**config.mk**
```make
export PLATFORM = sky130hd
export DESIGN_NAME = stopmode_ctrl
export DESIGN_NICKNAME = d
export VERILOG_FILES = /design/src/rtl/stopmode_pkg.sv /design/src/rtl/stopmode_select.sv /design/src/rtl/stopmode_fsm.sv /design/src/rtl/stopmode_outdec.sv /design/src/rtl/stopmode_ctrl.sv
export SDC_FILE = /design/constraint.sdc
export NUM_CORES = 1
export LEC_CHECK = 0
export BUFFER_PORTS_ARGS = -buffer_cell sky130_fd_sc_hd__buf_2
export CAP_MARGIN = 20
export CORE_UTILIZATION = 25
export DETAILED_ROUTE_END_ITERATION = 8
export GPL_TIMING_DRIVEN = 0
export HOLD_SLACK_MARGIN = 0.02
export PLACE_DENSITY = 0.59
export SYNTH_ARGS = -nofsm -noshare
export SYNTH_HDL_FRONTEND = slang
export SYNTH_SLANG_ARGS = --single-unit
```
**constraint.sdc**
```tcl
create_clock -name clk -period 3.25 [get_ports clk]
set_input_delay 0.325 -clock clk [delete_from_list [all_inputs] [get_ports clk]]
set_output_delay 0.325 -clock clk [all_outputs]
set_load 0.1 [all_outputs]
```
**src/rtl/stopmode_pkg.sv**
```systemverilog
package stopmode_pkg;

    typedef enum logic [2:0] {
        ST_RUN   = 3'd0,
        ST_DBG   = 3'd1,
        ST_REGON = 3'd2,
        ST_STBY  = 3'd3,
        ST_DEEP  = 3'd4,
        ST_DEXIT = 3'd5
    } state_t;

    localparam int REG_W = 2;
    localparam logic [REG_W-1:0] REG_ACTIVE = 2'b00;
    localparam logic [REG_W-1:0] REG_STBY   = 2'b01;
    localparam logic [REG_W-1:0] REG_PPD    = 2'b10;

    typedef struct packed {
        logic stop_en;
        logic dbg_en;
        logic lvd_en;
        logic lvd_stop_en;
        logic deep_sel;
    } cfg_t;

endpackage

```
**src/rtl/stopmode_select.sv**
```systemverilog
module stopmode_select
    import stopmode_pkg::*;
(
    input  cfg_t   cfg,
    output state_t target
);
    // Fixed priority: refusal, debug, regulator-on, then standby or deep.
    always_comb begin
        if (!cfg.stop_en)
            target = ST_RUN;
        else if (cfg.dbg_en)
            target = ST_DBG;
        else if (cfg.lvd_en && cfg.lvd_stop_en)
            target = ST_REGON;
        else if (cfg.deep_sel)
            target = ST_DEEP;
        else
            target = ST_STBY;
    end
endmodule

```
**src/rtl/stopmode_fsm.sv**
```systemverilog
module stopmode_fsm
    import stopmode_pkg::*;
(
    input  logic   clk,
    input  logic   por_n,
    input  logic   stop_req,
    input  state_t target,
    input  logic   wake_shallow,
    input  logic   wake_deep,
    output state_t state_q,
    output state_t state_d,
    output logic   illegal_hit
);
    always_comb begin
        state_d     = state_q;
        illegal_hit = 1'b0;
        unique case (state_q)
            ST_RUN: begin
                if (stop_req) begin
                    if (target == ST_RUN)
                        illegal_hit = 1'b1;
                    else
                        state_d = target;
                end
            end
            ST_DBG, ST_REGON, ST_STBY: begin
                if (wake_shallow)
                    state_d = ST_RUN;
            end
            ST_DEEP: begin
                if (wake_deep)
                    state_d = ST_DEXIT;
            end
            ST_DEXIT: state_d = ST_RUN;
            default:  state_d = ST_RUN;
        endcase
    end

    always_ff @(posedge clk or negedge por_n) begin
        if (!por_n)
            state_q <= ST_RUN;
        else
            state_q <= state_d;
    end

    // a refused request leaves the machine running
    a_r1_stay_run: assert property (@(posedge clk) disable iff (!por_n)
        (state_q == ST_RUN && stop_req && target == ST_RUN) |=> state_q == ST_RUN);

    // without a deep wake source the deep stop persists
    a_r8_deep_hold: assert property (@(posedge clk) disable iff (!por_n)
        (state_q == ST_DEEP && !wake_deep) |=> state_q == ST_DEEP);

    // shallow stop ignores requests until woken
    a_r11_shallow_stable: assert property (@(posedge clk) disable iff (!por_n)
        ((state_q == ST_DBG || state_q == ST_REGON || state_q == ST_STBY) && !wake_shallow)
        |=> state_q == $past(state_q));

    // restart state lasts one cycle
    a_r9_dexit_once: assert property (@(posedge clk) disable iff (!por_n)
        state_q == ST_DEXIT |=> state_q == ST_RUN);
endmodule

```
**src/rtl/stopmode_outdec.sv**
```systemverilog
module stopmode_outdec
    import stopmode_pkg::*;
(
    input  logic             clk,
    input  logic             por_n,
    input  state_t           state_q,
    input  state_t           state_d,
    input  logic             illegal_hit,
    input  logic             clk_keep,
    input  logic             io_release,
    output logic             cpu_clk_en,
    output logic             bus_clk_en,
    output logic [REG_W-1:0] reg_mode,
    output logic             refclk_keep,
    output logic             io_hold,
    output logic             dom_off,
    output logic             illegal_rst,
    output logic             wake_rst,
    output logic             deep_wake_flag
);
    logic             run_n;
    logic [REG_W-1:0] reg_n;
    logic             ref_n;

    always_comb begin
        run_n = 1'b0;
        reg_n = REG_ACTIVE;
        ref_n = 1'b1;
        unique case (state_d)
            ST_RUN:   run_n = 1'b1;
            ST_DBG:   ref_n = 1'b1;
            ST_REGON: ref_n = clk_keep;
            ST_STBY: begin
                reg_n = REG_STBY;
                ref_n = clk_keep;
            end
            ST_DEEP: begin
                reg_n = REG_PPD;
                ref_n = 1'b0;
            end
            ST_DEXIT: ref_n = 1'b1;
            default:  run_n = 1'b1;
        endcase
    end

    logic release_ok;
    assign release_ok = (state_q == ST_RUN) && io_release;

    always_ff @(posedge clk or negedge por_n) begin
        if (!por_n) begin
            cpu_clk_en     <= 1'b1;
            bus_clk_en     <= 1'b1;
            reg_mode       <= REG_ACTIVE;
            refclk_keep    <= 1'b1;
            dom_off        <= 1'b0;
            illegal_rst    <= 1'b0;
            wake_rst       <= 1'b0;
            io_hold        <= 1'b0;
            deep_wake_flag <= 1'b0;
        end else begin
            cpu_clk_en  <= run_n;
            bus_clk_en  <= run_n;
            reg_mode    <= reg_n;
            refclk_keep <= ref_n;
            dom_off     <= (state_d == ST_DEEP);
            illegal_rst <= illegal_hit;
            wake_rst    <= (state_d == ST_DEXIT);
            if (state_d == ST_DEEP)
                io_hold <= 1'b1;
            else if (release_ok)
                io_hold <= 1'b0;
            if (state_d == ST_DEXIT)
                deep_wake_flag <= 1'b1;
            else if (release_ok)
                deep_wake_flag <= 1'b0;
        end
    end

    // the illegal-opcode reset never lasts two cycles
    a_r1_one_cycle: assert property (@(posedge clk) disable iff (!por_n)
        illegal_rst |=> !illegal_rst);

    // the reserved regulator code never appears
    a_r13_code_legal: assert property (@(posedge clk) disable iff (!por_n)
        reg_mode != 2'b11);

    // the domain is never off while the pins are free
    a_r7_hold_in_deep: assert property (@(posedge clk) disable iff (!por_n)
        dom_off |-> io_hold);

    // the deep-wake flag stays set until acknowledged while running
    a_r9_flag_sticky: assert property (@(posedge clk) disable iff (!por_n)
        (deep_wake_flag && !release_ok) |=> deep_wake_flag);
endmodule

```
**src/rtl/stopmode_ctrl.sv**
```systemverilog
module stopmode_ctrl
    import stopmode_pkg::*;
(
    input  logic       clk,
    input  logic       por_n,
    input  logic       stop_req,
    input  logic       cfg_stop_en,
    input  logic       cfg_dbg_en,
    input  logic       cfg_lvd_en,
    input  logic       cfg_lvd_stop_en,
    input  logic       cfg_deep_sel,
    input  logic       cfg_clk_keep,
    input  logic       irq_pend,
    input  logic       wake_rst_pin,
    input  logic       wake_irq_pin,
    input  logic       rtc_irq,
    input  logic       io_release,
    output logic       cpu_clk_en,
    output logic       bus_clk_en,
    output logic [1:0] reg_mode,
    output logic       refclk_keep,
    output logic       io_hold,
    output logic       dom_off,
    output logic       illegal_rst,
    output logic       wake_rst,
    output logic       deep_wake_flag
);
    cfg_t   cfg;
    state_t target;
    state_t state_q;
    state_t state_d;
    logic   illegal_hit;
    logic   wake_deep;
    logic   wake_shallow;

    assign cfg = '{stop_en: cfg_stop_en, dbg_en: cfg_dbg_en, lvd_en: cfg_lvd_en,
                   lvd_stop_en: cfg_lvd_stop_en, deep_sel: cfg_deep_sel};

    assign wake_deep    = wake_rst_pin | wake_irq_pin | rtc_irq;
    assign wake_shallow = wake_deep | irq_pend;

    stopmode_select u_sel (
        .cfg    (cfg),
        .target (target)
    );

    stopmode_fsm u_fsm (
        .clk          (clk),
        .por_n        (por_n),
        .stop_req     (stop_req),
        .target       (target),
        .wake_shallow (wake_shallow),
        .wake_deep    (wake_deep),
        .state_q      (state_q),
        .state_d      (state_d),
        .illegal_hit  (illegal_hit)
    );

    stopmode_outdec u_out (
        .clk            (clk),
        .por_n          (por_n),
        .state_q        (state_q),
        .state_d        (state_d),
        .illegal_hit    (illegal_hit),
        .clk_keep       (cfg_clk_keep),
        .io_release     (io_release),
        .cpu_clk_en     (cpu_clk_en),
        .bus_clk_en     (bus_clk_en),
        .reg_mode       (reg_mode),
        .refclk_keep    (refclk_keep),
        .io_hold        (io_hold),
        .dom_off        (dom_off),
        .illegal_rst    (illegal_rst),
        .wake_rst       (wake_rst),
        .deep_wake_flag (deep_wake_flag)
    );

    // both clock gates agree at every cycle
    a_r5_gates_agree: assert property (@(posedge clk) disable iff (!por_n)
        cpu_clk_en == bus_clk_en);

    // clocks never restart straight out of the deep stop
    a_r10_no_direct_deep_exit: assert property (@(posedge clk) disable iff (!por_n)
        dom_off |=> !cpu_clk_en);
endmodule

```
==> impl_metrics.ini <==
[timing]
drv_slew = 0
period_needed_ns = 1.62
hold_viol_final = 0
setup_violations = 0
relSlewSlack_pct = 65.4
rsz0062_at_grt = false
worst_pin_slew_ns = 0.513
tns_ns = 0
fin_skew_ns = 0.00636
holdWs_ns = 0.240
fmax_ghz = 0.619
min_period_over_period_pct = 49.7

[floorplanning]
chipHeight_um = 46.1
rows = 15
dieArea_mm2 = 0.00213
initial_core_util_pct = 27.3
die_w_um = 46.1
ios = 24
core_area_mm2 = 0.00178

[clocking]
cts_buffers = 3
htreeDepth = 1
path_clk_slew_ns = 0.07
cts-root-buf = clkbuf_4
cts_sinks = 12
clock_latency_ns = 0.27
cts_resized = 0
cts.path.max_buffers = 2
cts_tree = built

[critical_path]
r2r_slack_ns = 1.81
r2r_cells = 4
timing.rr.start = u_fsm.state_q[2]
worstPathRequired_ns = 2.92
crit_chain = buf_4, buf_2
worstSetupEndpointType = output port
crit_type = reg2out
cpPeakStageDelay_ns = 0.53
r2r-end = u_out.refclk_keep
arrival_ns = 1.29
slowest_stage = dfstp_2
cp-start-kind = flop
cp_max_fo = 2

[placement]
numPortBuffers = 23
post-dp-hpwl_um = 763
place_congestion = 0.748
placed_cell_area_um2 = 633

[power]
p_int_w = 0.000335
clkPwrFrac_pct = 15.7
combPwrFrac_pct = 55.6
p_per_area_mw_per_mm2 = 1090
p_seq_share_pct = 28.7
switching_share_pct = 54.6
vdd_drop_max_uv = 394
p_sw_w = 0.000402
p_leak_nw = 0.369
total_power_w = 0.000737

[hold_path]
worst_hold_startpoint = cfg_clk_keep
hold_end = u_out.refclk_keep
hp-class = in2reg
whs_path_depth = 3

[synth]
syn_area_um2 = 487
seq_area_frac_synth_pct = 62.2
yosys_warnings = 0
synth_cell_type_count = 21
synth.net_count = 53
syn_area_per_cell_um2 = 12.5
ys_ff_latch = 12
syn_inst = 39

[layout]
multi_input_area_um2 = 169
drive_gt1_share_pct = 52.2
fin_area_um2 = 679
n_fill_cell = 183
nNetsFinal = 82
n_antenna_cell = 0
final_util_pct = 38.1
area_growth_syn_to_layout_pct = 39.6
seqCellArea_um2 = 303

[status]
status = finished, final reports clean

[detailed_routing]
routedWlPerCell_um = 10.2
drcViolationCount = 0
first_pass_iters = 2
antenna_left = 0
totalWireLength_um = 936
vias = 391
drt_iter0_drc = 1
via_per_inst = 4.25

[global_routing]
grt_usage_pct = 9.93
grt_pass1_wl_mm = 1.37
grt_pass1_vias = 367
overflow = 0
grt_max_degree = 13
antenna_found_initial = 0

[job]
drv_cap = 0
## critical path: cells and delay by family (launching register included)
family | cells | cell delay (ns)
flip-flops | 1 | 0.53
buffers and inverters | 2 | 0.50
## Yosys cell counts (all sizes together)
library cell | number | area, µm²
nand2 | 3 | 11.3
a21o | 1 | 7.51
inv | 2 | 7.51
nor2 | 4 | 15.0
a21oi | 1 | 5.00
a21bo | 1 | 10.0
and3 | 1 | 11.3
dfstp | 2 | 52.6
o21ai | 2 | 10.0
or3 | 1 | 11.3
a211o | 1 | 17.5
and3b | 1 | 8.76
o2111a | 1 | 11.3
a2bb2oi | 1 | 8.76
and2 | 1 | 6.26
a32o | 1 | 10.0
buf | 1 | 7.51
dfrtp | 10 | 250
nor3 | 4 | 25.0
## sequential cells by signal, indices dropped and copies added (netlist names)
register,flops
u_out.refclk_keep,1
u_out.illegal_rst,1
u_out.cpu_clk_en,1
u_out.io_hold,1
u_out.deep_wake_flag,1
u_fsm.state_q,3
u_out.reg_mode,2
u_out.wake_rst,1
u_out.dom_off,1
## cell type report
class,instances,share of cell area [%]
Inverter,2,1.10
Clock buffer,4,5.34
Buffer,1,1.10
Sequential cell,12,44.6
Timing Repair Buffer,24,18.4
Tap cell,25,4.60
Multi-Input combinational cell,24,24.9
## how the worst max path moves through the flow
stage	startpoint	endpoint	slack, ns	cells past startpoint
floorplan	u_out.cpu_clk_en	cpu_clk_en	1.71	1
global placement	rtc_irq	u_out.reg_mode[0]	1.65	5
detailed placement	rtc_irq	u_out.reg_mode[0]	1.63	5
CTS	u_out.cpu_clk_en	cpu_clk_en	1.61	2
global route	u_out.cpu_clk_en	cpu_clk_en	1.60	2
finish	u_out.cpu_clk_en	cpu_clk_en	1.63	2
## cell families after synthesis
family / share of synthesized area [%]
AOI/OAI and AO/OA: 16.5
and+or+nand+nor: 18.3
DFF: 62.2
buffers and inverters: 3.09
## placed cells by master (no fill, tap or decap), drive strengths merged
cell type | netlist | final
a21oi | 1 | 1
dfrtp | 10 | 10
and3b | 1 | 1
nor2 | 4 | 4
nor3 | 4 | 4
nand2 | 3 | 3
a32o | 1 | 1
and3 | 1 | 1
or3 | 1 | 1
o21ai | 2 | 2
dfstp | 2 | 2
a2bb2oi | 1 | 1
inv | 2 | 2
dlygate4sd3 | 0 | 1
a21bo | 1 | 1
a21o | 1 | 1
clkbuf | 0 | 4
a211o | 1 | 1
o2111a | 1 | 1
and2 | 1 | 1
buf | 1 | 24
## routing by layer
layer	track usage, %	wire, µm	up-vias
met5	0	0	-
met4	11.2	26	0
met3	3.92	66	4
met2	16.3	446	17
met1	8.44	395	174
li1	-	-	196
## power groups by stage
stage,clock [W],combinational [W],sequential (W)
final,0.000116,0.000410,0.000211
after global routing,0.000126,0.000426,0.000217
after CTS,0.000123,0.000413,0.000212
after detailed placement,0,0.000412,0.000215
after global placement,0,0.000409,0.000214
after floorplan,0,0.000115,0.000450
## stage by stage
stage          setup WS (ns)  std cells
6_report                1.63         92
5_1_grt                 1.60         92
4_1_cts                 1.61         92
3_5_place_dp            1.63         87
3_3_place_gp            1.65         87
2_1_floorplan           1.71         39
## repair_timing
action | in CTS | in global routing
hold buffers | 1 | 0
hold endpoints to repair | 10 | 0
setup buffers | 0 | 0
Power figures use the tool's default switching activity.
